===== src/rtl/cdt_pkg.sv =====
package cdt_pkg;
  localparam int DW          = 8;
  localparam int AW          = 3;
  localparam int NUM_FIELDS  = 5;
  localparam int FIELD_BASE  = 2;

  localparam logic [AW-1:0] ADDR_CTRL = 3'd0;
  localparam logic [AW-1:0] ADDR_STAT = 3'd1;

  // control bit positions
  localparam int CB_RUN  = 0;
  localparam int CB_CLK  = 1;
  localparam int CB_SRC  = 2;
  localparam int CB_IRQ  = 3;
  localparam int CB_WAKE = 4;

  function automatic int field_max(input int idx);
    case (idx)
      0:       return 59;
      1:       return 59;
      2:       return 23;
      3:       return 6;
      default: return 15;
    endcase
  endfunction
endpackage


===== src/rtl/cdt_field.sv =====
module cdt_field #(
  parameter int MAX = 59,
  localparam int W  = $clog2(MAX + 1)
) (
  input  logic                  clk_i,
  input  logic                  rst_ni,
  input  logic                  load_i,
  input  logic [cdt_pkg::DW-1:0] load_val_i,
  input  logic                  dec_i,
  output logic [W-1:0]          val_o,
  output logic                  zero_o
);
  localparam logic [cdt_pkg::DW-1:0] MAX_B = cdt_pkg::DW'(MAX);
  localparam logic [W-1:0]           MAX_W = W'(MAX);

  logic [W-1:0] val_q;

  always_ff @(posedge clk_i or negedge rst_ni) begin
    if (!rst_ni) begin
      val_q <= '0;
    end else if (load_i) begin
      val_q <= (load_val_i > MAX_B) ? MAX_W : load_val_i[W-1:0];
    end else if (dec_i) begin
      val_q <= (val_q == '0) ? MAX_W : val_q - 1'b1;
    end
  end

  assign val_o  = val_q;
  assign zero_o = (val_q == '0);

  a_r2_in_range: assert property (@(posedge clk_i) disable iff (!rst_ni)
    val_q <= MAX_W);
  a_r3_borrow_reload: assert property (@(posedge clk_i) disable iff (!rst_ni)
    (dec_i && !load_i && val_q == '0) |=> val_q == MAX_W);
endmodule


===== src/rtl/cdt_ctrl.sv =====
module cdt_ctrl #(
  parameter int SETTLE_CYCLES = 150,
  parameter int SYNC_STAGES   = 2,
  localparam int SCW = $clog2(SETTLE_CYCLES + 1)
) (
  input  logic                           clk_i,
  input  logic                           rst_ni,
  input  logic                           we_i,
  input  logic [cdt_pkg::AW-1:0]         addr_i,
  input  logic [cdt_pkg::DW-1:0]         wdata_i,
  input  logic                           expire_i,
  output logic                           en_sync_o,
  output logic                           clk_on_o,
  output logic                           src_sb_o,
  output logic                           irq_en_o,
  output logic                           wake_en_o,
  output logic                           evt_o,
  output logic                           locked_o,
  output logic [cdt_pkg::NUM_FIELDS-1:0] field_load_o
);
  import cdt_pkg::*;

  logic                   en_req_q, clk_on_q, src_q, irq_en_q, wake_en_q, evt_q;
  logic [SCW-1:0]         settle_q;
  logic                   settle_done;
  logic [SYNC_STAGES-1:0] sync_q;
  logic                   ctrl_we, stat_we, locked;

  assign locked  = en_req_q | sync_q[SYNC_STAGES-1];
  assign ctrl_we = we_i && (addr_i == ADDR_CTRL);
  assign stat_we = we_i && (addr_i == ADDR_STAT);
  assign settle_done = (settle_q == SCW'(SETTLE_CYCLES));

  for (genvar k = 0; k < NUM_FIELDS; k++) begin : g_load
    localparam logic [AW-1:0] FADDR = AW'(FIELD_BASE + k);
    assign field_load_o[k] = we_i && !locked && (addr_i == FADDR);
  end

  always_ff @(posedge clk_i or negedge rst_ni) begin
    if (!rst_ni) begin
      en_req_q  <= 1'b0;
      clk_on_q  <= 1'b0;
      src_q     <= 1'b0;
      irq_en_q  <= 1'b0;
      wake_en_q <= 1'b0;
    end else if (ctrl_we) begin
      en_req_q  <= wdata_i[CB_RUN] & settle_done;
      irq_en_q  <= wdata_i[CB_IRQ];
      wake_en_q <= wdata_i[CB_WAKE];
      if (!locked) begin
        clk_on_q <= wdata_i[CB_CLK];
        src_q    <= wdata_i[CB_SRC];
      end
    end
  end

  // settling counter, saturating, restarts when clock is off
  always_ff @(posedge clk_i or negedge rst_ni) begin
    if (!rst_ni)          settle_q <= '0;
    else if (!clk_on_q)   settle_q <= '0;
    else if (!settle_done) settle_q <= settle_q + 1'b1;
  end

  always_ff @(posedge clk_i or negedge rst_ni) begin
    if (!rst_ni) sync_q <= '0;
    else         sync_q <= {sync_q[SYNC_STAGES-2:0], en_req_q};
  end

  always_ff @(posedge clk_i or negedge rst_ni) begin
    if (!rst_ni)                                  evt_q <= 1'b0;
    else if (expire_i)                            evt_q <= 1'b1;
    else if ((stat_we && wdata_i[0]) || (|field_load_o)) evt_q <= 1'b0;
  end

  assign en_sync_o = sync_q[SYNC_STAGES-1];
  assign clk_on_o  = clk_on_q;
  assign src_sb_o  = src_q;
  assign irq_en_o  = irq_en_q;
  assign wake_en_o = wake_en_q;
  assign evt_o     = evt_q;
  assign locked_o  = locked;

  a_r7_settled_start: assert property (@(posedge clk_i) disable iff (!rst_ni)
    $rose(en_req_q) |-> $past(settle_done));
  a_r5_w1c: assert property (@(posedge clk_i) disable iff (!rst_ni)
    (stat_we && wdata_i[0] && !expire_i) |=> !evt_q);
  a_r6_clk_locked: assert property (@(posedge clk_i) disable iff (!rst_ni)
    (ctrl_we && locked) |=> ($stable(clk_on_q) && $stable(src_q)));
endmodule


===== src/rtl/cdt_alarm_top.sv =====
module cdt_alarm_top #(
  parameter int SETTLE_CYCLES = 150,
  parameter int SYNC_STAGES   = 2
) (
  input  logic       clk_i,
  input  logic       rst_ni,
  input  logic       tick_i,
  input  logic       reg_we_i,
  input  logic [2:0] reg_addr_i,
  input  logic [7:0] reg_wdata_i,
  output logic [7:0] reg_rdata_o,
  output logic       irq_o,
  output logic       wake_o
);
  import cdt_pkg::*;

  logic en_sync, clk_on, src_sb, irq_en, wake_en, evt, locked;
  logic [NUM_FIELDS-1:0] field_load, field_zero, field_dec;
  logic [DW-1:0]         field_val [NUM_FIELDS];
  logic all_zero, active, tick_ok, step, expire;
  logic expired_q, en_sync_d;

  cdt_ctrl #(.SETTLE_CYCLES(SETTLE_CYCLES), .SYNC_STAGES(SYNC_STAGES)) u_ctrl (
    .clk_i, .rst_ni,
    .we_i(reg_we_i), .addr_i(reg_addr_i), .wdata_i(reg_wdata_i),
    .expire_i(expire),
    .en_sync_o(en_sync), .clk_on_o(clk_on), .src_sb_o(src_sb),
    .irq_en_o(irq_en), .wake_en_o(wake_en), .evt_o(evt),
    .locked_o(locked), .field_load_o(field_load)
  );

  assign all_zero = &field_zero;
  assign active   = en_sync & clk_on & ~expired_q;
  assign tick_ok  = active & tick_i;
  assign step     = tick_ok & ~all_zero;
  assign expire   = tick_ok & all_zero;

  // borrow chain: a field decrements when all smaller fields are zero
  for (genvar k = 0; k < NUM_FIELDS; k++) begin : g_field
    localparam int FMAX = field_max(k);
    localparam int FW   = $clog2(FMAX + 1);
    logic [FW-1:0] v;
    if (k == 0) begin : g_first
      assign field_dec[k] = step;
    end else begin : g_rest
      assign field_dec[k] = field_dec[k-1] & field_zero[k-1];
    end
    cdt_field #(.MAX(FMAX)) u_field (
      .clk_i, .rst_ni,
      .load_i(field_load[k]), .load_val_i(reg_wdata_i),
      .dec_i(field_dec[k]), .val_o(v), .zero_o(field_zero[k])
    );
    assign field_val[k] = DW'(v);
  end

  always_ff @(posedge clk_i or negedge rst_ni) begin
    if (!rst_ni) begin
      expired_q <= 1'b0;
      en_sync_d <= 1'b0;
    end else begin
      en_sync_d <= en_sync;
      if (expire)                                     expired_q <= 1'b1;
      else if ((|field_load) || (en_sync && !en_sync_d)) expired_q <= 1'b0;
    end
  end

  always_comb begin
    reg_rdata_o = '0;
    case (reg_addr_i)
      ADDR_CTRL: begin
        reg_rdata_o[CB_RUN]  = en_sync;
        reg_rdata_o[CB_CLK]  = clk_on;
        reg_rdata_o[CB_SRC]  = src_sb;
        reg_rdata_o[CB_IRQ]  = irq_en;
        reg_rdata_o[CB_WAKE] = wake_en;
      end
      ADDR_STAT: reg_rdata_o[0] = evt;
      3'd2:      reg_rdata_o = field_val[0];
      3'd3:      reg_rdata_o = field_val[1];
      3'd4:      reg_rdata_o = field_val[2];
      3'd5:      reg_rdata_o = field_val[3];
      3'd6:      reg_rdata_o = field_val[4];
      default:   reg_rdata_o = '0;
    endcase
  end

  assign irq_o  = evt & irq_en;
  assign wake_o = evt & wake_en & src_sb;

  logic [NUM_FIELDS*DW-1:0] count_vec;
  assign count_vec = {field_val[4], field_val[3], field_val[2], field_val[1], field_val[0]};

  a_r4_stopped: assert property (@(posedge clk_i) disable iff (!rst_ni)
    (expired_q && !(|field_load)) |=> ($stable(count_vec) && count_vec == '0));
  a_r6_fields_locked: assert property (@(posedge clk_i) disable iff (!rst_ni)
    (reg_we_i && locked && !tick_i) |=> $stable(count_vec));
  a_r11_idle_hold: assert property (@(posedge clk_i) disable iff (!rst_ni)
    (!en_sync && !(|field_load)) |=> $stable(count_vec));
  a_r10_wake_src: assert property (@(posedge clk_i) disable iff (!rst_ni)
    wake_o |-> (src_sb && evt));
endmodule


===== config.mk =====
export PLATFORM = sky130hd
export DESIGN_NAME = cdt_alarm_top
export DESIGN_NICKNAME = d
export VERILOG_FILES = /design/src/rtl/cdt_pkg.sv /design/src/rtl/cdt_field.sv /design/src/rtl/cdt_ctrl.sv /design/src/rtl/cdt_alarm_top.sv
export SDC_FILE = /design/constraint.sdc
export NUM_CORES = 1
export LEC_CHECK = 0
export BUFFER_PORTS_ARGS = -buffer_cell sky130_fd_sc_hd__buf_2
export CORE_MARGIN = 3
export CORE_UTILIZATION = 40
export DETAILED_ROUTE_END_ITERATION = 10
export PLACE_DENSITY = 0.69
export SETUP_SLACK_MARGIN = 0.3
export SYNTH_ARGS = -nofsm -noshare
export SYNTH_HDL_FRONTEND = slang
export SYNTH_SLANG_ARGS = --single-unit

===== constraint.sdc =====
create_clock -name clk_i -period 2.55 [get_ports clk_i]
set_input_delay 0 -clock clk_i [delete_from_list [all_inputs] [get_ports clk_i]]
set_output_delay 0 -clock clk_i [all_outputs]
set_load 0.05 [all_outputs]

==> results.sh, run 1 <==
export IMPL_status="complete, no violations"
export IMPL_crit_type="flop to flop"
export IMPL_max_freq_mhz=451
export IMPL_die_area_mm2=0.00824
export IMPL_relSlewSlack=0.361
export IMPL_rrSetupSlack_ps=330
export IMPL_layout_commonest_cell="dfrtp_1"
export IMPL_reg2reg_to="g_field[3].u_field.val_o[0]$_DFFE_PN0P_"
export IMPL_synth_compound_area_frac=0.169
export IMPL_syn_to_final_growth_pct=18.8
export IMPL_syn_cell_area_mm2=0.00288
export IMPL_fin_crit_ps=2220
export IMPL_ant_nets=0
export IMPL_drive_above_1_share=0.226
export IMPL_via_per_inst=5.88
export IMPL_postSynth_asyncResetShare=1.00
export IMPL_whs_path_depth=2
export IMPL_maxSlewViolCount=0
export IMPL_ys_seq_area_frac=0.365
export IMPL_clockRootBuffer="clkbuf_8"
export IMPL_drc=0
export IMPL_initial_utilization=0.419
export IMPL_fin_ws_ps=333
export IMPL_route_met3_wl_um=514
export IMPL_p_per_area_mw_per_mm2=680
export IMPL_ys_warn_count=0
export IMPL_cts_sinks=42
export IMPL_insertion_delay_ps=300
export IMPL_gp_congestion=0.869
export IMPL_wl_met2_um=3610
export IMPL_top_layer_used="met4"
export IMPL_max_clock_path_buffers=2
export IMPL_die_w_um=90.8
export IMPL_synth_fa_ha_area_frac=0.0478
export IMPL_whs_endpoint="u_ctrl.wake_en_o$_DFFE_PN0P_"
export IMPL_setup_violations=0
export IMPL_ioPinCount=25
export IMPL_cp_required_ps=2780
export IMPL_grt_pass1_vias=2446
export IMPL_htree_levels=2
export IMPL_dp_slack_ps=80.9
export IMPL_cp_start_kind="flop"
export IMPL_postSynthAreaPerCell_um2=8.77
export IMPL_row_count=30
export IMPL_crit_fanout=8
export IMPL_worstPathArrival_ps=2440
export IMPL_grt_usage=0.189
export IMPL_yosys_most_used_dff="dfrtp_1"
export IMPL_synthXorXnorAreaFrac=0.0213
export IMPL_reg2regPathDepth=6
export IMPL_fillers=621
export IMPL_port_buffers=22
export IMPL_grt_max_degree=43
export IMPL_cts_buffers=5
export IMPL_r2r_start="g_field[2].u_field.val_o[1]$_DFFE_PN0P_"
export IMPL_m1WireLength_um=3620
export IMPL_synthDistinctLibCells=64
export IMPL_fin_tns_setup_ps=0
export IMPL_synthMuxAreaShare=0.0631
export IMPL_grt_pass1_wl_um=12500
export IMPL_ys_seq_elements=42
export IMPL_finClkSkew_ps=13.8
export IMPL_synth_edf_count=0
export IMPL_leakagePower_nw=1.47
export IMPL_final_cell_mix="41 x dfrtp_1, 27 x nand2_1, 22 x nor2_1, 22 x buf_2, 20 x buf_4"
export IMPL_maxCapViolCount=0
export IMPL_diodes=0
export IMPL_dr_pass1_iters=4
export IMPL_clk_pin_slew_ps=80
export IMPL_ir_worst_vdd_mv=0.370
export IMPL_vias=2722
export IMPL_die_height_um=90.8
export IMPL_coreArea_mm2=0.00687
export IMPL_fin_crit_sh=0.869
export IMPL_wl_per_cell_um=17.0
export IMPL_rsz0062_at_grt="true"
export IMPL_dp_hpwl_um=5490
export IMPL_cts_tree="done"
export IMPL_synthSimpleGateAreaFrac=0.289
export IMPL_synth_top_family_by_area="simple AND/OR/NAND/NOR gates"
export IMPL_drtIter0Drc=227
export IMPL_antenna_found_initial=0
export IMPL_synthCells=328
export IMPL_hold_start="reg_wdata_i[4]"
export IMPL_drt_wl_total_um=7870
export IMPL_fin_nets=392
export IMPL_grt_overflow=0
export IMPL_hold_path_class="primary input to flop"
export IMPL_crit_path_end_kind="flop"
export IMPL_tightest_slew_ps=958
export IMPL_final_hold_viol_count=0
cell families (layout without fill, tap and decap cells):
group | count (synthesis) | count (layout)
AOI/OAI and AO/OA | 75 | 75
buffers and inverters | 29 | 67
other | 1 | 2
and+or+nand+nor | 147 | 147
muxes | 16 | 16
xor gates and xnor gates | 7 | 7
DFF | 42 | 42
adders and majority gates | 11 | 11
metal layers:
metal	track usage	up-vias
li1	-	1286
met1	0.277	1301
met2	0.284	123
met3	0.0333	12
met4	0.0590	0
met5	0	-
critical path, stage by stage (launching register included):
cell,delay [ps]
dfrtp_1,410
inv_2,80
ha_2,180
or4b_4,540
or4b_1,550
mux2_2,290
o21ai_2,100
power breakdown:
group / internal (mW) / total, mW / switching (mW) / leakage, nW
sequential: 0.806 / 1.02 / 0.214 / 0.513
clock: 0.293 / 0.527 / 0.234 / 0.0524
combinational: 0.346 / 0.778 / 0.431 / 0.906
worst max path at each step:
stage | start | to | cells after the start
6_report | g_field[2].u_field.val_o[1]$_DFFE_PN0P_ | g_field[3].u_field.val_o[0]$_DFFE_PN0P_ | 6
3_3_place_gp | g_field[2].u_field.val_o[0]$_DFFE_PN0P_ | g_field[0].u_field.val_o[3]$_DFFE_PN0P_ | 7
3_5_place_dp | g_field[2].u_field.val_o[0]$_DFFE_PN0P_ | g_field[0].u_field.val_o[3]$_DFFE_PN0P_ | 7
4_1_cts | g_field[4].u_field.val_o[1]$_DFFE_PN0P_ | g_field[0].u_field.val_o[3]$_DFFE_PN0P_ | 7
2_1_floorplan | g_field[1].u_field.val_o[0]$_DFFE_PN0P_ | g_field[3].u_field.val_o[0]$_DFFE_PN0P_ | 7
5_1_grt | g_field[1].u_field.val_o[0]$_DFFE_PN0P_ | g_field[1].u_field.val_o[0]$_DFFE_PN0P_ | 8
flip-flops by register name, summed over array words and instances, names as in the netlist:
name / count
u_ctrl.sync_q: 2
u_ctrl.clk_on_o: 1
g_field.u_field.val_o: 24
u_ctrl.wake_en_o: 1
u_ctrl.settle_q: 8
u_ctrl.irq_en_o: 1
expired_q: 1
u_ctrl.evt_o: 1
u_ctrl.en_req_q: 1
en_sync_d: 1
u_ctrl.src_sb_o: 1
through the flow:
| step | instances | total power, mW | instance area [um2] | hold WS (ps) | util |
|---|---|---|---|---|---|
| 4_1_cts | 452 | 2.22 | 3270 | 4.10 | 0.476 |
| 5_1_grt | 463 | 2.48 | 3420 | 14.1 | 0.497 |
| 6_report | 463 | 2.32 | 3420 | 10.8 | 0.497 |
| 3_5_place_dp | 438 | 1.68 | 3080 | 223 | 0.448 |
| 2_1_floorplan | 329 | 1.47 | 2880 | -296 | - |
| 3_3_place_gp | 438 | 1.66 | 3080 | 205 | 0.448 |
area by class of cell:
type	instances	area [um2]	share of cell area
inverter	15	56.3	0.0165
multi-input combinational	258	1800	0.527
timing repair buffer	44	282	0.0824
sequential	42	1050	0.308
clock buffer	7	76.3	0.0223
tap	96	120	0.0352
clock inverter	1	30.0	0.00879
synthesized netlist by cell type (2+ instances only):
library cell | count | area (um2)
a31oi_1 | 5 | 31.3
nand4_1 | 5 | 31.3
nor4bb_1 | 2 | 20.0
nand2b_1 | 7 | 43.8
nand3_1 | 14 | 70.1
clkbuf_1 | 9 | 33.8
nand4b_1 | 3 | 26.3
a2111oi_0 | 2 | 17.5
nor2b_1 | 9 | 56.3
inv_1 | 15 | 56.3
o211ai_1 | 3 | 22.5
and2_1 | 10 | 62.6
or2_2 | 2 | 12.5
dfrtp_1 | 42 | 1050
o221ai_1 | 2 | 17.5
or3_1 | 3 | 18.8
nand2_1 | 27 | 101
nor3_1 | 17 | 85.1
mux2i_1 | 8 | 80.1
nor4_1 | 4 | 25.0
and3_1 | 2 | 12.5
mux2_2 | 6 | 67.6
a211oi_1 | 3 | 22.5
buf_4 | 2 | 15.0
xnor2_1 | 6 | 52.6
o2111ai_1 | 3 | 26.3
a22oi_1 | 4 | 30.0
and4_1 | 2 | 17.5
o22ai_1 | 5 | 31.3
a311oi_1 | 2 | 17.5
o21ai_0 | 19 | 95.1
nor2_1 | 24 | 90.1
or3b_2 | 2 | 17.5
ha_1 | 11 | 138
nor3b_1 | 3 | 22.5
a21oi_1 | 17 | 85.1
timing repair:
item,CTS,global route
setup endpoints to repair,12,19
gates resized for setup,9,15
hold buffers,1,0
pin swaps,3,6
endpoints found under the hold margin,42,0
buffers inserted,5,11
(Power assumes the default switching activity.)
==> inputs of run 2 (changes only) <==
--- a/config.mk
+++ b/config.mk
@@ -5,6 +5,7 @@
 export SDC_FILE = /design/constraint.sdc
 export NUM_CORES = 1
 export LEC_CHECK = 0
+export ABC_AREA = 1
 export BUFFER_PORTS_ARGS = -buffer_cell sky130_fd_sc_hd__buf_2
 export CORE_MARGIN = 3
 export CORE_UTILIZATION = 40
@@ -13,4 +14,5 @@
 export SETUP_SLACK_MARGIN = 0.3
 export SYNTH_ARGS = -nofsm -noshare
 export SYNTH_HDL_FRONTEND = slang
+export SYNTH_HIERARCHICAL = 1
 export SYNTH_SLANG_ARGS = --single-unit
==> results.sh, run 2 <==
export IMPL_grt_overflow=0
export IMPL_syn_cell_area_mm2=0.00326
export IMPL_fin_crit_sh=0.800
export IMPL_postSynthAreaPerCell_um2=6.44
export IMPL_drtIter0Drc=255
export IMPL_die_w_um=96.3
export IMPL_reg2regPathDepth=13
export IMPL_htree_levels=2
export IMPL_grt_pass1_vias=3019
export IMPL_hold_path_class="primary input to flop"
export IMPL_insertion_delay_ps=310
export IMPL_drive_above_1_share=0.162
export IMPL_grt_usage=0.190
export IMPL_layout_commonest_cell="nand2_1"
export IMPL_final_cell_mix="154 x nand2_1, 65 x inv_1, 60 x nor2_1"
export IMPL_dp_cells=629
export IMPL_crit_path_end_kind="flop"
export IMPL_use_met2=0.316
export IMPL_cp_required_ps=2750
export IMPL_grt_pass1_wl_um=13900
export IMPL_syn_to_final_growth_pct=10.5
export IMPL_leakagePower_nw=1.94
export IMPL_synthCells=507
export IMPL_die_area_mm2=0.00928
export IMPL_startpoint="g_field[0].u_field/val_o[0]$_DFFE_PN0P_"
export IMPL_fin_crit_ps=2040
export IMPL_whs_path_depth=3
export IMPL_clockRootBuffer="clkbuf_8"
export IMPL_worstPathArrival_ps=2240
export IMPL_reg2reg_to="g_field[0].u_field/val_o[0]$_DFFE_PN0P_"
export IMPL_via_per_inst=4.94
export IMPL_tightest_slew_ps=969
export IMPL_final_hold_viol_count=0
export IMPL_dr_pass1_iters=4
export IMPL_ys_warn_count=6
export IMPL_gp_congestion=0.926
export IMPL_crit_fanout=8
export IMPL_fin_tns_setup_ps=0
export IMPL_cts_buffers=5
export IMPL_holdWs_ps=38.5
export IMPL_r2r_start="g_field[0].u_field/val_o[0]$_DFFE_PN0P_"
export IMPL_rrSetupSlack_ps=510
export IMPL_relSlewSlack=0.354
export IMPL_cts_tree="done"
export IMPL_diodes=0
export IMPL_whs_endpoint="u_ctrl/wake_en_o$_DFFE_PN0P_"
export IMPL_ioPinCount=25
export IMPL_drc=0
export IMPL_largest_reg_flops=24
export IMPL_cts_sinks=42
export IMPL_drt_wl_total_um=8270
export IMPL_dp_hpwl_um=6250
export IMPL_fin_cells=640
export IMPL_ant_nets=0
export IMPL_die_height_um=96.3
export IMPL_final_util=0.462
export IMPL_busiest_layer="met2"
export IMPL_ir_worst_vdd_mv=0.330
export IMPL_fin_nets=562
export IMPL_crit_type="flop to flop"
export IMPL_grt_max_degree=43
export IMPL_fillers=825
export IMPL_power_mw=2.72
export IMPL_max_clock_path_buffers=2
export IMPL_wl_per_cell_um=12.9
export IMPL_finClkSkew_ps=4.48
export IMPL_port_buffers=22
export IMPL_p_per_area_mw_per_mm2=754
export IMPL_cp_start_kind="flop"
export IMPL_antenna_found_initial=0
export IMPL_coreArea_mm2=0.00781
export IMPL_maxCapViolCount=0
export IMPL_vias=3160
export IMPL_setup_violations=0
export IMPL_rsz0062_at_grt="false"
export IMPL_hold_start="reg_wdata_i[4]"
export IMPL_row_count=32
export IMPL_status="complete, no violations"
export IMPL_max_freq_mhz=490
export IMPL_maxSlewViolCount=0
export IMPL_initial_utilization=0.418
export IMPL_grt_use_met1=0.256
export IMPL_use_met3=0.0281
export IMPL_clk_pin_slew_ps=100
[run 2: cell types whose count changed in the layout (fill, tap and decap cells not counted), sizes merged, moves of 17 or more]
cell and delta:
nor2 +59, nand4 +19, inv +70, nand2 +130, buf -17, nand3 +32
[run 2: how the worst max path moves through the flow]
stage,cells past startpoint,slack [ps],end
2_1_floorplan,13,730,g_field[0].u_field/val_o[0]$_DFFE_PN0P_
6_report,13,510,g_field[0].u_field/val_o[0]$_DFFE_PN0P_
5_1_grt,13,320,g_field[0].u_field/val_o[0]$_DFFE_PN0P_
3_5_place_dp,14,470,g_field[2].u_field/val_o[3]$_DFFE_PN0P_
4_1_cts,14,460,g_field[2].u_field/val_o[3]$_DFFE_PN0P_
3_3_place_gp,13,570,g_field[0].u_field/val_o[0]$_DFFE_PN0P_
[run 2: layer usage]
| layer | wire (um) | vias to the layer above |
|---|---|---|
| met1 | 3850 | 1429 |
| met3 | 491 | 12 |
| met4 | 140 | 0 |
| met5 | 0 | - |
| li1 | - | 1650 |
| met2 | 3800 | 69 |
[run 2: repair_timing]
action                     CTS  global route
buffers inserted             0             2
hold endpoints to repair    42             0
hold buffers                 1             0
setup endpoints to repair    0            12
resized for setup            0             4
[run 2: power by group]
group | switching [mW] | total [mW] | leakage [nW] | internal [mW]
Combinational | 0.721 | 1.13 | 1.36 | 0.409
Sequential | 0.257 | 1.11 | 0.532 | 0.855
Clock | 0.277 | 0.475 | 0.0447 | 0.198
[run 2: layout make-up]
cell class,instances,area [um2],area share
clock inverters,3,25.0,0.00694
repair buffers,27,150,0.0417
clock buffers,5,68.8,0.0191
multi-input cells,377,1870,0.518
inverters,84,315,0.0875
flip-flops and latches,42,1050,0.292
well taps,102,128,0.0354
[run 2: worst max-delay path, cell delays in order (launching register included)]
cell and delay (ps):
dfrtp_1 420, inv_2 120, ha_1 170, nand3_2 110
inv_1 100, nand2_1 70, nor2_1 170, nand3_1 90
nand2_1 100, inv_1 90, nor2_4 190, inv_2 70
o21ai_0 150, nor2_1 70
[run 2: through the flow]
stage                     instance area [um2]  setup slack [ps]
after floorplan                          3270               728
after global placement                   3480               567
after detailed placement                 3480               473
after CTS                                3580               455
after global routing                     3600               321
final                                    3600               510
==> inputs of run 3 (changes only) <==
--- a/config.mk
+++ b/config.mk
@@ -10,7 +10,7 @@
 export CORE_MARGIN = 3
 export CORE_UTILIZATION = 40
 export DETAILED_ROUTE_END_ITERATION = 10
-export PLACE_DENSITY = 0.69
+export PLACE_DENSITY = 0.71
 export SETUP_SLACK_MARGIN = 0.3
 export SYNTH_ARGS = -nofsm -noshare
 export SYNTH_HDL_FRONTEND = slang
==> constraint.sdc (replaced) <==
create_clock -name clk_i -period 1.68 [get_ports clk_i]
set_input_delay 0 -clock clk_i [delete_from_list [all_inputs] [get_ports clk_i]]
set_output_delay 0 -clock clk_i [all_outputs]
set_load 0.05 [all_outputs]
==> results.sh, run 3 (synthesis results as in run 2) <==
export IMPL_die_area_mm2=0.00928
export IMPL_hold_start="reg_wdata_i[3]"
export IMPL_drc=0
export IMPL_power_mw=5.20
export IMPL_diodes=0
export IMPL_drt_wl_total_um=9800
export IMPL_coreArea_mm2=0.00781
export IMPL_maxSlewViolCount=0
export IMPL_final_cell_mix="145 x nand2_1, 64 x buf_4, 51 x inv_1"
export IMPL_status="finished with violations"
export IMPL_initial_utilization=0.418
export IMPL_vias=3741
export IMPL_crit_type="flop to flop"
export IMPL_grt_pass1_vias=3544
export IMPL_grt_max_degree=29
export IMPL_cts_buffers=5
export IMPL_fin_tns_setup_ps=-456
export IMPL_cts_tree="done"
export IMPL_fin_crit_sh=1.05
export IMPL_setup_violations=12
export IMPL_leakagePower_nw=2.37
export IMPL_antenna_found_initial=0
export IMPL_port_buffers=22
export IMPL_ir_worst_vdd_mv=0.476
export IMPL_gp_congestion=0.933
export IMPL_drive_above_1_share=0.364
export IMPL_cts_sinks=42
export IMPL_max_clock_path_buffers=2
export IMPL_htree_levels=2
export IMPL_ant_nets=0
export IMPL_dp_hpwl_um=7060
export IMPL_grt_pass1_wl_um=15900
export IMPL_die_height_um=96.3
export IMPL_relSlewSlack=0.538
export IMPL_ioPinCount=25
export IMPL_finClkSkew_ps=7.93
export IMPL_wl_per_cell_um=13.7
export IMPL_clockRootBuffer="clkbuf_8"
export IMPL_crit_path_end_kind="flop"
export IMPL_syn_to_final_growth_pct=40.5
export IMPL_dr_pass1_iters=5
export IMPL_holdWs_ps=50.8
export IMPL_p_per_area_mw_per_mm2=1140
export IMPL_fin_crit_ps=1760
export IMPL_violations="setup timing"
export IMPL_hold_path_class="primary input to flop"
export IMPL_fillers=701
export IMPL_fin_nets=637
export IMPL_dp_slack_ps=-128
export IMPL_insertion_delay_ps=300
export IMPL_clk_pin_slew_ps=90
export IMPL_r2r_start="u_ctrl/en_req_q$_DFFE_PN0P_"
export IMPL_maxCapViolCount=0
export IMPL_rsz0062_at_grt="true"
export IMPL_die_w_um=96.3
export IMPL_final_hold_viol_count=0
export IMPL_worstPathArrival_ps=1950
export IMPL_max_freq_mhz=568
export IMPL_startpoint="u_ctrl/en_req_q$_DFFE_PN0P_"
export IMPL_grt_usage=0.218
export IMPL_cp_start_kind="flop"
export IMPL_layout_commonest_cell="nand2_1"
export IMPL_largest_reg_flops=24
export IMPL_cp_required_ps=1870
export IMPL_grt_overflow=0
export IMPL_drtIter0Drc=228
export IMPL_row_count=32
export IMPL_tightest_slew_ps=694
export IMPL_via_per_inst=5.23
export IMPL_fin_ws_ps=-80.2
export IMPL_crit_fanout=4
## run 3: changes by cell type in the layout (fill, tap and decap cells not counted), moves of 8 or more
cell,change
buf_4,+60
buf_6,+20
inv_1,-14
inv_2,+10
nand2_1,-9
nand3_1,-8
nor2_1,-15
nor2_4,+13
## run 3: worst max-delay path, cell delays in order (launching register included)
cell     delay, ps
dfrtp_1        410
nor2_2         160
nand2_2        100
buf_4          140
nor2_2         200
buf_4          190
nor2_4          50
buf_4          130
nor3_1         200
nor2_1          70
## run 3: area by class of cell
class,instances,area [um2],area share
clock buffers,5,68.8,0.0150
clock inverters,3,23.8,0.00519
inverters,84,325,0.0710
multi-input cells,377,2190,0.477
flip-flops and latches,42,1050,0.229
well taps,102,128,0.0278
repair buffers,102,801,0.175
## run 3: path summary, 6_finish.rpt
| path | to | slack (ps) | depth (start not counted) |
|---|---|---|---|
| max reg2reg | g_field[1].u_field/val_o[0]$_DFFE_PN0P_ | -80 | 9 |
| min reg2reg | u_ctrl/sync_q[1]$_DFF_PN0_ | 360 | 0 |
| min in group asynchronous | g_field[4].u_field/val_o[0]$_DFFE_PN0P_ | 270 | 2 |
| max in group asynchronous | g_field[1].u_field/val_o[1]$_DFFE_PN0P_ | 810 | 3 |
| min | u_ctrl/irq_en_o$_DFFE_PN0P_ | 50 | 3 |
| max | g_field[1].u_field/val_o[0]$_DFFE_PN0P_ | -80 | 9 |
## run 3: routing by layer
metal,up-vias,track usage,wire [um],share of wire
met5,-,0,0,0
met4,0,0.0678,196,0.020
met3,25,0.0328,598,0.061
met2,156,0.384,4890,0.50
met1,1743,0.274,4110,0.42
li1,1817,-,-,-
## run 3: power by group
| group | internal (mW) | leakage [nW] | switching [mW] |
|---|---|---|---|
| logic | 1.34 | 1.80 | 1.64 |
| registers | 1.30 | 0.532 | 0.240 |
| clock network | 0.297 | 0.0408 | 0.388 |
| total | 2.94 | 2.37 | 2.26 |
## run 3: metrics by stage
stage               utilization  area [um2]  instances
finish                    0.587        4580        715
global placement          0.507        3960        680
floorplan                     -        3370        508
detailed placement        0.507        3960        680
CTS                       0.563        4400        708
global route              0.587        4580        715
## run 3: timing repair
action                                 in CTS  in global routing
hold buffers                                1                  0
endpoints found under the hold margin      26                  0
pin swaps                                  29                 19
setup buffers                              19                  7
setup endpoints to repair                  31                 38
cloned                                      0                  0
gates resized for setup                    57                 36
